$ cat config.mk
export PLATFORM = sky130hd
export DESIGN_NAME = spec_load_table
export DESIGN_NICKNAME = d
export VERILOG_FILES = /design/src/rtl/spec_load_pkg.sv /design/src/rtl/spec_load_match.sv /design/src/rtl/spec_load_lookup.sv /design/src/rtl/spec_load_table.sv
export SDC_FILE = /design/constraint.sdc
export NUM_CORES = 2
export LEC_CHECK = 0
export BUFFER_PORTS_ARGS = -buffer_cell sky130_fd_sc_hd__buf_4
export CORE_MARGIN = 4
export CORE_UTILIZATION = 65
export CTS_BUF_LIST = sky130_fd_sc_hd__clkbuf_2
export CTS_CLUSTER_DIAMETER = 80
export DETAILED_ROUTE_END_ITERATION = 10
export PLACE_DENSITY_LB_ADDON = 0.1
export SLEW_MARGIN = 0
export SYNTH_ARGS = -nofsm -noshare
export SYNTH_HDL_FRONTEND = slang
export SYNTH_SLANG_ARGS = --single-unit
$ cat constraint.sdc
create_clock -name clk -period 2.65 [get_ports clk]
set_input_delay 0 -clock clk [delete_from_list [all_inputs] [get_ports clk]]
set_output_delay 0 -clock clk [all_outputs]
set_load 0.05 [all_outputs]
$ cat src/rtl/spec_load_pkg.sv
package spec_load_pkg;

    localparam int GRAN_LG = 3;
    localparam int GRAN_BYTES = 1 << GRAN_LG;

    typedef logic [GRAN_BYTES-1:0] byte_mask_t;

    // Byte lanes touched inside an 8-byte granule by an access that is
    // aligned down to its own width.
    function automatic byte_mask_t lane_mask(input logic [GRAN_LG-1:0] off,
                                             input logic [1:0] size);
        byte_mask_t m;
        case (size)
            2'd0:    m = byte_mask_t'(8'h01) << off;
            2'd1:    m = byte_mask_t'(8'h03) << {off[2:1], 1'b0};
            2'd2:    m = byte_mask_t'(8'h0F) << {off[2], 2'b00};
            default: m = byte_mask_t'(8'hFF);
        endcase
        return m;
    endfunction

endpackage

$ cat src/rtl/spec_load_match.sv
module spec_load_match
    import spec_load_pkg::*;
#(
    parameter int TAG_W = 12
) (
    input  logic             ent_valid_i,
    input  logic [TAG_W-1:0] ent_tag_i,
    input  byte_mask_t       ent_mask_i,
    input  logic             sto_valid_i,
    input  logic [TAG_W-1:0] sto_tag_i,
    input  byte_mask_t       sto_mask_i,
    output logic             kill_o
);

    logic tag_eq;
    logic lanes_hit;

    always_comb begin
        tag_eq    = (ent_tag_i == sto_tag_i);
        lanes_hit = |(ent_mask_i & sto_mask_i);
        kill_o    = ent_valid_i && sto_valid_i && tag_eq && lanes_hit;
    end

endmodule

$ cat src/rtl/spec_load_lookup.sv
module spec_load_lookup #(
    parameter int IDX_W = 5,
    parameter int HI_W  = 2,
    localparam int ENTRIES = 1 << IDX_W
) (
    input  logic [ENTRIES-1:0]           live_i,
    input  logic [ENTRIES-1:0][HI_W-1:0] hi_i,
    input  logic [IDX_W+HI_W-1:0]        reg_i,
    output logic                         hit_o
);

    logic [IDX_W-1:0] idx;
    logic [HI_W-1:0]  hi_want;

    always_comb begin
        idx     = reg_i[IDX_W-1:0];
        hi_want = reg_i[IDX_W+HI_W-1:IDX_W];
        hit_o   = live_i[idx] && (hi_i[idx] == hi_want);
    end

endmodule

$ cat src/rtl/spec_load_table.sv
module spec_load_table
    import spec_load_pkg::*;
#(
    parameter int REG_W  = 7,
    parameter int IDX_W  = 5,
    parameter int ADDR_W = 40,
    parameter int TAG_W  = 12
) (
    input  logic              clk,
    input  logic              rst_n,
    input  logic              clear_i,
    input  logic              ld_valid_i,
    input  logic [REG_W-1:0]  ld_reg_i,
    input  logic [ADDR_W-1:0] ld_addr_i,
    input  logic [1:0]        ld_size_i,
    input  logic              sto_valid_i,
    input  logic [ADDR_W-1:0] sto_addr_i,
    input  logic [1:0]        sto_size_i,
    input  logic              chk_valid_i,
    input  logic [REG_W-1:0]  chk_reg_i,
    output logic              chk_done_o,
    output logic              chk_ok_o
);

    localparam int ENTRIES = 1 << IDX_W;
    localparam int HI_W    = REG_W - IDX_W;
    localparam int TAG_LO  = GRAN_LG;
    localparam int TAG_TOP = TAG_LO + TAG_W;

    typedef struct packed {
        logic [ENTRIES-1:0]            valid;
        logic [ENTRIES-1:0][HI_W-1:0]  hi;
        logic [ENTRIES-1:0][TAG_W-1:0] tag;
        logic [ENTRIES-1:0][GRAN_BYTES-1:0] mask;
        logic                          chk_done;
        logic                          chk_ok;
    } tbl_t;

    tbl_t tbl_d, tbl_q;

    logic [TAG_W-1:0]   ld_tag, sto_tag;
    byte_mask_t         ld_mask, sto_mask;
    logic [IDX_W-1:0]   ld_idx;
    logic [ENTRIES-1:0] kill;
    logic [ENTRIES-1:0] live;
    logic               look_hit;
    logic               unused_addr_hi;

    assign ld_tag   = ld_addr_i[TAG_TOP-1:TAG_LO];
    assign sto_tag  = sto_addr_i[TAG_TOP-1:TAG_LO];
    assign ld_mask  = lane_mask(ld_addr_i[GRAN_LG-1:0], ld_size_i);
    assign sto_mask = lane_mask(sto_addr_i[GRAN_LG-1:0], sto_size_i);
    assign ld_idx   = ld_reg_i[IDX_W-1:0];
    assign unused_addr_hi = ^{ld_addr_i[ADDR_W-1:TAG_TOP], sto_addr_i[ADDR_W-1:TAG_TOP]};

    // One overlap comparator per slot.
    for (genvar e = 0; e < ENTRIES; e++) begin : g_slot
        spec_load_match #(.TAG_W(TAG_W)) u_match (
            .ent_valid_i (tbl_q.valid[e]),
            .ent_tag_i   (tbl_q.tag[e]),
            .ent_mask_i  (tbl_q.mask[e]),
            .sto_valid_i (sto_valid_i),
            .sto_tag_i   (sto_tag),
            .sto_mask_i  (sto_mask),
            .kill_o      (kill[e])
        );
    end

    // Entries as the check sees them: same-cycle store kills already applied.
    assign live = tbl_q.valid & ~kill;

    spec_load_lookup #(.IDX_W(IDX_W), .HI_W(HI_W)) u_lookup (
        .live_i (live),
        .hi_i   (tbl_q.hi),
        .reg_i  (chk_reg_i),
        .hit_o  (look_hit)
    );

    always_comb begin
        tbl_d       = tbl_q;
        tbl_d.valid = live;
        if (ld_valid_i) begin
            tbl_d.valid[ld_idx] = 1'b1;
            tbl_d.hi[ld_idx]    = ld_reg_i[REG_W-1:IDX_W];
            tbl_d.tag[ld_idx]   = ld_tag;
            tbl_d.mask[ld_idx]  = ld_mask;
        end
        if (clear_i) begin
            tbl_d.valid = '0;
        end
        tbl_d.chk_done = chk_valid_i;
        tbl_d.chk_ok   = chk_valid_i && look_hit && !clear_i;
    end

    always_ff @(posedge clk) begin
        if (!rst_n) begin
            tbl_q <= '0;
        end else begin
            tbl_q <= tbl_d;
        end
    end

    assign chk_done_o = tbl_q.chk_done;
    assign chk_ok_o   = tbl_q.chk_ok;

endmodule

==> results.txt <==
Status = finished with violations
Failing checks = hold timing, setup timing
Total I/O pin count = 106
Vias in the first global route = 30,309
Area grow syn2layout = 15.7%
Setup violators final = 1
1st-iter DRT viols = 4,217
GP Congestion = 0.975
CP required = 4060 ps
Grt ovf = 0
Top-area cell type share of the netlist area = 42.7%
Synth warn = 0
Post-Synthesis Net Count = 4,363
Antenna violations before repair = 3
Final nets = 4,599
Starting Density = 65.7%
Clock tree buffer depth = 3
CTS Buf Count = 186
Clock Sinks = 738
Wire length per cell = 22.4 µm
Fmax = 0.369 GHz
Min-Delay Path Depth = 7
Aggregate global-route resource usage = 40.4%
Vias = 32,335
Drt first pass iters = 6
Max Slew Vio Count = 0
MaxCap Viol Count = 0
Seq cells post-synth = 738
Post-synth ARST share = 0%
Post-DP HPWL = 69.2 mm
# rows = 84
CTS tree = yes
Largest net degree at the start of global routing = 265
Layout cells sized above 1 = 12.9%
Die ar. = 57,000 µm²
Post-synthesis sequential area ratio = 42.7%
Area leader, netlist = dfxtp_1
Most frequent cells in the layout = nand2_1, dfxtp_1, a21boi_0, clkbuf_2, xnor2_1
Most common cell after layout, fill and taps aside = nand2_1
Yosys cell types = 74
Die width = 239 µm
Vias per inst = 6.07
Worst Hold Class = in2reg
Reg clk slew, reported paths = 110 ps
H-tree lvl count = 4
Slew margin rel. = 26.2%
RSZ-0062 raised after global routing = true
Synth top area cells = dfxtp_1, nand2_1, a21boi_0, xnor2_1, xor2_1
Fin Hold WS = -112 ps
Leakage Power = 14.0 nW
# fillers = 3,909
Core area = 52,700 µm²
Skew-Pair Late Insertion Delay = 1470 ps
Clock skew = 93.2 ps
DRC = 0
Post-Syn Area = 34,600 µm²
Period minus WS final = 2710 ps
Critical path class = in2reg
IO Port Bufs = 55
Synth Area per Inst = 8.12 µm²
Critical path arrival = 4120 ps
Final hold vios = 47
R2R cell count = 9
Fin crit share = 102%
Die height = 239 µm
Crit start category = input port
Total negative setup slack = -61.6 ps
Cells after Synth = 4,259
Worst VDD drop = 0.000431 V
Final WL = 119 mm
Setup crit end kind = register
Antenna Nets Post-Route = 0
First-pass GRT wire length = 179 mm
CTS root buf = clkbuf_2
Number of enable flip-flop cells after synthesis = 0
Post-Place Worst Slack = 93.8 ps
Final WS setup = -61.6 ps
Max FO, Critical Path = 26
P per Cell Area = 543 nW/µm²
Slew @ Worst Pin = 1110 ps
Top FF cell, synth = dfxtp_1
[per-stage QoR]
stage	cell area, µm²	power, mW	util [%]	std cells	hold WS [ps]
2_1_floorplan	34600	12.6	-	4259	122
3_3_place_gp	35800	13.4	68.1	4786	215
3_5_place_dp	35800	13.4	68.1	4786	224
4_1_cts	39800	21.6	75.6	5303	4.04
5_1_grt	40000	22.4	76.0	5319	-10.1
6_report	40000	21.7	76.0	5324	-112
[area by class of cell]
type / count / area (µm²) / share of cell area [%]
antenna: 8 / 20.0 / 0.0500
clock buffer: 283 / 1420 / 3.54
timing repair buffer: 420 / 4220 / 10.5
tap: 688 / 861 / 2.15
sequential: 738 / 14800 / 36.9
multi-input combinational: 3134 / 18300 / 45.8
clock inverter: 38 / 313 / 0.782
inverter: 15 / 70.1 / 0.175
[layer usage]
metal / up-vias / GRT usage [%] / part of all wire [%]
li1: 14700 / - / -
met1: 15170 / 53.7 / 39
met2: 2006 / 61.7 / 43
met3: 459 / 10.1 / 13
met4: 0 / 20.0 / 5.3
met5: - / 0 / 0
[worst max-delay path, cell delays in order]
cell and delay, ps:
dlygate4sd3_1 570, buf_4 200, o21a_1 210, o22a_1 190, dlygate4sd3_1 600, buf_12 190
a221oi_1 240, dlygate4sd3_1 600, a21oi_1 70, dlygate4sd3_1 580, nor2_1 110, o211ai_1 120
o2111ai_1 170, o2111a_1 250
[cell usage after synthesis (14+ instances only)]
master	count
nand2_1	1418
dfxtp_1	738
a21boi_0	640
clkbuf_1	304
xnor2_1	201
xor2_1	185
o21ai_0	84
and2_1	70
nor4_1	62
a21oi_1	61
nor2_1	61
buf_2	58
nand4_1	57
a22oi_1	37
nand3_1	36
a32oi_1	25
a221oi_1	20
mux4_2	20
a22o_1	14
a32o_1	14
[path summary, 6_finish.rpt]
check,to,slack [ps],start
max reg2reg,chk_ok_o$_SDFF_PN0_,-40,register
max,chk_ok_o$_SDFF_PN0_,-60,sto_size_i[1]
min reg2reg,register,470,register
min,tbl_q[732]$_SDFF_PP0_,-110,sto_addr_i[2]
[report_power, final]
group          total (mW)  internal (mW)  switching (mW)
sequential           11.2           11.2          0.0509
combinational        2.35          0.861            1.49
clock                8.15           3.39            4.76
[cells by family after synthesis]
logic type	share of synthesized area [%]
AO/OA/AOI/OAI	20.3
flip-flops	42.7
buffers and inverters	4.59
XOR/XNOR	9.78
AND/OR/NAND/NOR	21.2
multiplexers	1.36
[what timing repair did]
item                                    CTS  global route
gates resized for setup                   0            18
hold buffers                            196            24
buffers inserted                          0             1
endpoints found under the hold margin   738           177
endpoints found under the setup margin    0            28
(Power assumes the default switching activity.)
